$ cat config.mk
export PLATFORM = sky130hd
export DESIGN_NAME = cack_seq
export DESIGN_NICKNAME = d
export VERILOG_FILES = /design/src/rtl/cack_pkg.sv /design/src/rtl/cack_level_rule.sv /design/src/rtl/cack_ctrl.sv /design/src/rtl/cack_dpath.sv /design/src/rtl/cack_seq.sv
export SDC_FILE = /design/constraint.sdc
export NUM_CORES = 1
export LEC_CHECK = 0
export BUFFER_PORTS_ARGS = -buffer_cell sky130_fd_sc_hd__buf_2
export CAP_MARGIN = 20
export CORE_ASPECT_RATIO = 0.8
export CORE_MARGIN = 4
export CORE_UTILIZATION = 42
export CTS_CLUSTER_DIAMETER = 60
export DETAILED_ROUTE_END_ITERATION = 12
export PLACE_DENSITY = 0.86
export SLEW_MARGIN = 20
export SYNTH_ARGS = -nofsm -noshare
export SYNTH_HDL_FRONTEND = slang
export SYNTH_HIERARCHICAL = 1
export SYNTH_SLANG_ARGS = --single-unit
$ cat constraint.sdc
create_clock -name clk -period 7.8 [get_ports clk]
set_input_delay 2.34 -clock clk [delete_from_list [all_inputs] [get_ports clk]]
set_output_delay 2.34 -clock clk [all_outputs]
set_load 0.005 [all_outputs]
$ cat src/rtl/cack_pkg.sv
package cack_pkg;
  typedef enum logic [2:0] {
    VSEL_NONE,
    VSEL_MSPUR,
    VSEL_MLVL,
    VSEL_SSPUR,
    VSEL_SLVL
  } vecSel_e;

  typedef struct packed {
    vecSel_e vecSel;
    logic    casClr;
    logic    mReeval;
    logic    sReeval;
  } ackCtl_t;
endpackage

$ cat src/rtl/cack_level_rule.sv
module cack_level_rule #(
  parameter int NUM_LVL = 8,
  localparam int LVL_W = $clog2(NUM_LVL)
) (
  input  logic               apply,
  input  logic [LVL_W-1:0]   level,
  input  logic [NUM_LVL-1:0] trigLevel,
  input  logic               autoEoi,
  input  logic               rotAeoi,
  output logic [NUM_LVL-1:0] irrClr,
  output logic [NUM_LVL-1:0] isrSet,
  output logic               ptrLoad,
  output logic [LVL_W-1:0]   ptrVal
);
  logic [NUM_LVL-1:0] lvlHot;

  always_comb begin
    lvlHot  = {{(NUM_LVL-1){1'b0}}, 1'b1} << level;
    irrClr  = (apply && !trigLevel[level]) ? lvlHot : '0;
    isrSet  = (apply && !autoEoi) ? lvlHot : '0;
    ptrLoad = apply && autoEoi && rotAeoi;
    ptrVal  = level;
  end
endmodule

$ cat src/rtl/cack_ctrl.sv
module cack_ctrl
  import cack_pkg::*;
#(
  parameter int NUM_LVL = 8,
  parameter int CAS_LVL = 2,
  localparam int LVL_W = $clog2(NUM_LVL)
) (
  input  logic               ackStrobe,
  input  logic [NUM_LVL-1:0] mIrr,
  input  logic [LVL_W-1:0]   mLevel,
  input  logic [NUM_LVL-1:0] mTrigLevel,
  input  logic               mAutoEoi,
  input  logic               mRotAeoi,
  input  logic [NUM_LVL-1:0] sIrr,
  input  logic [LVL_W-1:0]   sLevel,
  input  logic [NUM_LVL-1:0] sTrigLevel,
  input  logic               sAutoEoi,
  input  logic               sRotAeoi,
  output logic               intrDrop,
  output logic               mPendClr,
  output logic [NUM_LVL-1:0] mIrrClr,
  output logic [NUM_LVL-1:0] mIsrSet,
  output logic               mPtrLoad,
  output logic [LVL_W-1:0]   mPtrVal,
  output logic               sPendClr,
  output logic [NUM_LVL-1:0] sIrrClr,
  output logic [NUM_LVL-1:0] sIsrSet,
  output logic               sPtrLoad,
  output logic [LVL_W-1:0]   sPtrVal,
  output ackCtl_t            ctl
);
  logic mSpur, mApply, isCascade, sPath, sSpur, sApply;

  always_comb begin
    mSpur     = ~|mIrr;
    mApply    = ackStrobe && !mSpur;
    isCascade = (mLevel == LVL_W'(CAS_LVL));
    sPath     = mApply && isCascade;
    sSpur     = ~|sIrr;
    sApply    = sPath && !sSpur;

    intrDrop  = ackStrobe;
    mPendClr  = ackStrobe;
    sPendClr  = sPath;

    ctl.casClr  = sPath;
    ctl.mReeval = ackStrobe;
    ctl.sReeval = sPath;
    if (!ackStrobe)      ctl.vecSel = VSEL_NONE;
    else if (mSpur)      ctl.vecSel = VSEL_MSPUR;
    else if (!isCascade) ctl.vecSel = VSEL_MLVL;
    else if (sSpur)      ctl.vecSel = VSEL_SSPUR;
    else                 ctl.vecSel = VSEL_SLVL;
  end

  cack_level_rule #(.NUM_LVL(NUM_LVL)) i_mRule (
    .apply(mApply), .level(mLevel), .trigLevel(mTrigLevel),
    .autoEoi(mAutoEoi), .rotAeoi(mRotAeoi),
    .irrClr(mIrrClr), .isrSet(mIsrSet), .ptrLoad(mPtrLoad), .ptrVal(mPtrVal)
  );

  cack_level_rule #(.NUM_LVL(NUM_LVL)) i_sRule (
    .apply(sApply), .level(sLevel), .trigLevel(sTrigLevel),
    .autoEoi(sAutoEoi), .rotAeoi(sRotAeoi),
    .irrClr(sIrrClr), .isrSet(sIsrSet), .ptrLoad(sPtrLoad), .ptrVal(sPtrVal)
  );
endmodule

$ cat src/rtl/cack_dpath.sv
module cack_dpath
  import cack_pkg::*;
#(
  parameter int NUM_LVL = 8,
  parameter int VEC_W   = 8,
  localparam int LVL_W  = $clog2(NUM_LVL)
) (
  input  logic             clk,
  input  logic             rstN,
  input  ackCtl_t          ctl,
  input  logic [VEC_W-1:0] mBase,
  input  logic [VEC_W-1:0] sBase,
  input  logic [LVL_W-1:0] mLevel,
  input  logic [LVL_W-1:0] sLevel,
  input  logic             slaveInt,
  input  logic             slaveIcw1,
  output logic [VEC_W-1:0] vecOut,
  output logic             vecValid,
  output logic             mReeval,
  output logic             sReeval,
  output logic             mIn2Level,
  output logic             mIn2Rise
);
  localparam logic [VEC_W-1:0] SPUR_OFS = VEC_W'(NUM_LVL - 1);

  logic [VEC_W-1:0] vecNext;
  logic             slaveIntQ;
  logic             casRise, casClear;

  always_comb begin
    unique case (ctl.vecSel)
      VSEL_MSPUR: vecNext = mBase + SPUR_OFS;
      VSEL_MLVL:  vecNext = mBase + VEC_W'(mLevel);
      VSEL_SSPUR: vecNext = sBase + SPUR_OFS;
      VSEL_SLVL:  vecNext = sBase + VEC_W'(sLevel);
      default:    vecNext = vecOut;
    endcase
    casRise  = slaveInt && !slaveIntQ;
    casClear = ctl.casClr || slaveIcw1;
  end

  always_ff @(posedge clk) begin
    if (!rstN) begin
      vecOut    <= '0;
      vecValid  <= 1'b0;
      mReeval   <= 1'b0;
      sReeval   <= 1'b0;
      slaveIntQ <= 1'b0;
      mIn2Level <= 1'b0;
      mIn2Rise  <= 1'b0;
    end else begin
      vecValid  <= (ctl.vecSel != VSEL_NONE);
      vecOut    <= vecNext;
      mReeval   <= ctl.mReeval;
      sReeval   <= ctl.sReeval;
      slaveIntQ <= slaveInt;
      if (casClear)     mIn2Level <= 1'b0;
      else if (casRise) mIn2Level <= 1'b1;
      mIn2Rise  <= casRise && !casClear && !mIn2Level;
    end
  end
endmodule

$ cat src/rtl/cack_seq.sv
module cack_seq
  import cack_pkg::*;
#(
  parameter int NUM_LVL = 8,
  parameter int CAS_LVL = 2,
  parameter int VEC_W   = 8,
  localparam int LVL_W  = $clog2(NUM_LVL)
) (
  input  logic               clk,
  input  logic               rstN,
  input  logic               ackStrobe,
  input  logic [NUM_LVL-1:0] mIrr,
  input  logic [LVL_W-1:0]   mLevel,
  input  logic [VEC_W-1:0]   mBase,
  input  logic [NUM_LVL-1:0] mTrigLevel,
  input  logic               mAutoEoi,
  input  logic               mRotAeoi,
  input  logic [NUM_LVL-1:0] sIrr,
  input  logic [LVL_W-1:0]   sLevel,
  input  logic [VEC_W-1:0]   sBase,
  input  logic [NUM_LVL-1:0] sTrigLevel,
  input  logic               sAutoEoi,
  input  logic               sRotAeoi,
  input  logic               slaveInt,
  input  logic               slaveIcw1,
  output logic               intrDrop,
  output logic               mPendClr,
  output logic [NUM_LVL-1:0] mIrrClr,
  output logic [NUM_LVL-1:0] mIsrSet,
  output logic               mPtrLoad,
  output logic [LVL_W-1:0]   mPtrVal,
  output logic               sPendClr,
  output logic [NUM_LVL-1:0] sIrrClr,
  output logic [NUM_LVL-1:0] sIsrSet,
  output logic               sPtrLoad,
  output logic [LVL_W-1:0]   sPtrVal,
  output logic               mIn2Level,
  output logic               mIn2Rise,
  output logic [VEC_W-1:0]   vecOut,
  output logic               vecValid,
  output logic               mReeval,
  output logic               sReeval
);
  ackCtl_t ctl;

  cack_ctrl #(.NUM_LVL(NUM_LVL), .CAS_LVL(CAS_LVL)) i_ctrl (
    .ackStrobe(ackStrobe),
    .mIrr(mIrr), .mLevel(mLevel), .mTrigLevel(mTrigLevel),
    .mAutoEoi(mAutoEoi), .mRotAeoi(mRotAeoi),
    .sIrr(sIrr), .sLevel(sLevel), .sTrigLevel(sTrigLevel),
    .sAutoEoi(sAutoEoi), .sRotAeoi(sRotAeoi),
    .intrDrop(intrDrop), .mPendClr(mPendClr),
    .mIrrClr(mIrrClr), .mIsrSet(mIsrSet), .mPtrLoad(mPtrLoad), .mPtrVal(mPtrVal),
    .sPendClr(sPendClr),
    .sIrrClr(sIrrClr), .sIsrSet(sIsrSet), .sPtrLoad(sPtrLoad), .sPtrVal(sPtrVal),
    .ctl(ctl)
  );

  cack_dpath #(.NUM_LVL(NUM_LVL), .VEC_W(VEC_W)) i_dpath (
    .clk(clk), .rstN(rstN), .ctl(ctl),
    .mBase(mBase), .sBase(sBase), .mLevel(mLevel), .sLevel(sLevel),
    .slaveInt(slaveInt), .slaveIcw1(slaveIcw1),
    .vecOut(vecOut), .vecValid(vecValid),
    .mReeval(mReeval), .sReeval(sReeval),
    .mIn2Level(mIn2Level), .mIn2Rise(mIn2Rise)
  );
endmodule

==> impl_results.md <==
* Most common cell after layout, fill and taps aside: buf_2
* Most frequent cells in the layout: buf_2, nor3_1, nand2_1, dfxtp_1, xor2_1
* Warnings, synthesis at 6
* Period utilization at 78.0%
* Reported leakage power at about 1 nW
* Final setup viols at 0
* Hold Buf Count CTS at 0
* Unrepaired setup endpoints after global routing: false
* Final Non-Filler Cells at 324
* Worst EP arrival at 3.75 ns
* Pwr Density at 111 mW/mm2
* Worst rel slew slack at 47.1%
* Pins Over Slew Limit at 0
* Clock skew at 0.00416 ns
* Async set-reset flop share out of synthesis at 0%
* Routed wire length at 4210 um
* Worst hold path class: reg -> reg
* Vias per std cell at approximately 5.2
* Routed WL per cell at 13.0 um
* Final hold vios at 0
* Final Power at around 0.22 mW
* Post-Synthesis Cells at 180
* Setup TNS Final at 0 ns
* Post-CTS Repair Setup Buffers at 0
* CP max FO at 11
* Core Region at 0.00318 mm2
* Post-layout minimum cycle time at 6.09 ns
* Slew @ Worst Pin at between 0.7 and 0.8 ns
* Initial DRC Count at 53
* Die area at 0.00441 mm2
* Largest net degree at the start of global routing at 15
* Area grow syn2layout at 40.1%
* Largest cells by area after synthesis: dfxtp_1, nor3_1, xor2_1
* Outcome: complete, no violations
* Synth area leader: dfxtp_1
* CTS buffer count at 3
* Setup WS pre-CTS at 1.72 ns
* Max Cap Viol at 0
* Synthesized area per cell at 7.95 um2
* Fillers at 293
* Antenna Cells at 0
* Hold_ws at 0.467 ns
* Share of cells above drive strength 1 at 48.2%
* Post_cts resized at 0
* Critical path class: in -> out
* Startpoint types: input pin
* WHS Path Cells at 2
* DRT antenna net count at 0
* Final RePlAce weighted congestion at 0.912
* Max VDD drop at between 0.05 and 0.06 mV
* Initial core utilization at between 40% and 50%
* Netlist cell types at 39
* Fin area at 0.00201 mm2
* Clk_lat worst skew at between 0.2 and 0.25 ns
* First-pass GRT wire length at ~6700 um
* Clk root buf: clkbuf_8
* FP Rows at 18
* Main synth FF type: dfxtp_1
* I/O pin count at 119
* DR vias at 1,691
* Finished Core Util at between 60% and 70%
* CTS sink count at 14
* Share of the synthesized area in the top cell type at 19.6%
* Number of global-route vias before repair at between 1.5k and 2k
* Critical Path RT at 5.46 ns
* Post-Syn Nets at roughly 250
* Number of synthesized flops with an enable pin at 0
* 1st-pass router iterations at 4
* Die height at about 60 um
* Quantity of I/O buffers inserted on ports at 118
* Worst-path clk slew at 0.06 ns
* Drc violations at 0
* Die Wd at 73.3 um
* Final WS setup at about 1.7 ns
* Detailed placement HPWL at around 3700 um
* F_max at ~160 MHz
* Cell total after placement at 320
* GRT Util Overall at 19.1%
* GRT overflow at 0
* Kind of end point of the critical path: output port
* TritonCTS clock tree: done
* Seq cells post-synth at 14
* Final net count at 356
* Path depth of the worst reg2reg path at 2
* Placed cell area at 0.00195 mm2
* H-tree levels at 1
* Initial antenna violation count at 0
* Post-Syn Area at 0.00143 mm2
* Register area share after synthesis at 19.6%
* Clk buf depth at 2
area by class of cell:
type | instances | area, um2 | share of cell area (%)
Timing Repair Buffer | 118 | 591 | 29.4
Clock buffer | 4 | 55.1 | 2.74
Tap cell | 40 | 50.0 | 2.50
Multi-Input combinational cell | 146 | 1020 | 51.0
Inverter | 2 | 7.51 | 0.374
Sequential cell | 14 | 280 | 14.0
flip-flops by register name, indices dropped and copies added, names as in the netlist:
signal             flops
i_dpath/vecOut         8
i_dpath/mIn2Level      1
i_dpath/slaveIntQ      1
i_dpath/sReeval        1
i_dpath/mReeval        1
i_dpath/vecValid       1
i_dpath/mIn2Rise       1
worst paths after layout:
kind	endpoint	start	slack [ns]
setup reg to reg	i_dpath/vecOut[4]	i_dpath/vecOut[4]	6.98
setup / recovery	sIrrClr[0]	mLevel[1]	1.71
hold reg to reg	i_dpath/vecOut[6]	i_dpath/vecOut[6]	0.47
hold / removal	i_dpath/vecOut[6]	i_dpath/vecOut[6]	0.47
logic make-up after synthesis:
kind of cell,after synthesis,synth area share [%]
fa+ha+maj,8,8.04
simple gates,94,38.9
mux,6,4.20
xor+xnor,14,8.57
compound gates,24,11.7
flops,14,19.6
buf+inv,20,9.00
layer usage:
metal  vias up  track usage [%]  share of wire [%]
met1       754             24.2                 43
met3         4             2.18                8.2
met4         0             6.05               0.59
met2        85             33.8                 48
li1        848                -                  -
met5         -                0                  0
critical path, cell delays in order:
cell	delay [ns]
buf_2	0.18
or3b_4	0.42
nor3b_2	0.23
nand2b_1	0.21
nor4_1	0.21
buf_2	0.15
Yosys cell counts (all sizes together), types with 4 or more instances:
| master | number |
|---|---|
| and2 | 4 |
| nor3 | 24 |
| ha | 6 |
| dfxtp | 14 |
| xor2 | 12 |
| nor4 | 13 |
| nand2b | 9 |
| a21oi | 11 |
| nand2 | 19 |
| buf | 16 |
| nor3b | 6 |
| mux2i | 6 |
report_power, final:
part           total (mW)  leakage, nW  switching (mW)  internal, mW
clock              0.0681       0.0288          0.0235        0.0446
sequential         0.0796        0.116         0.00238        0.0772
combinational      0.0759        0.868          0.0397        0.0362
No activity file was read; power rests on OpenSTA's default activity.
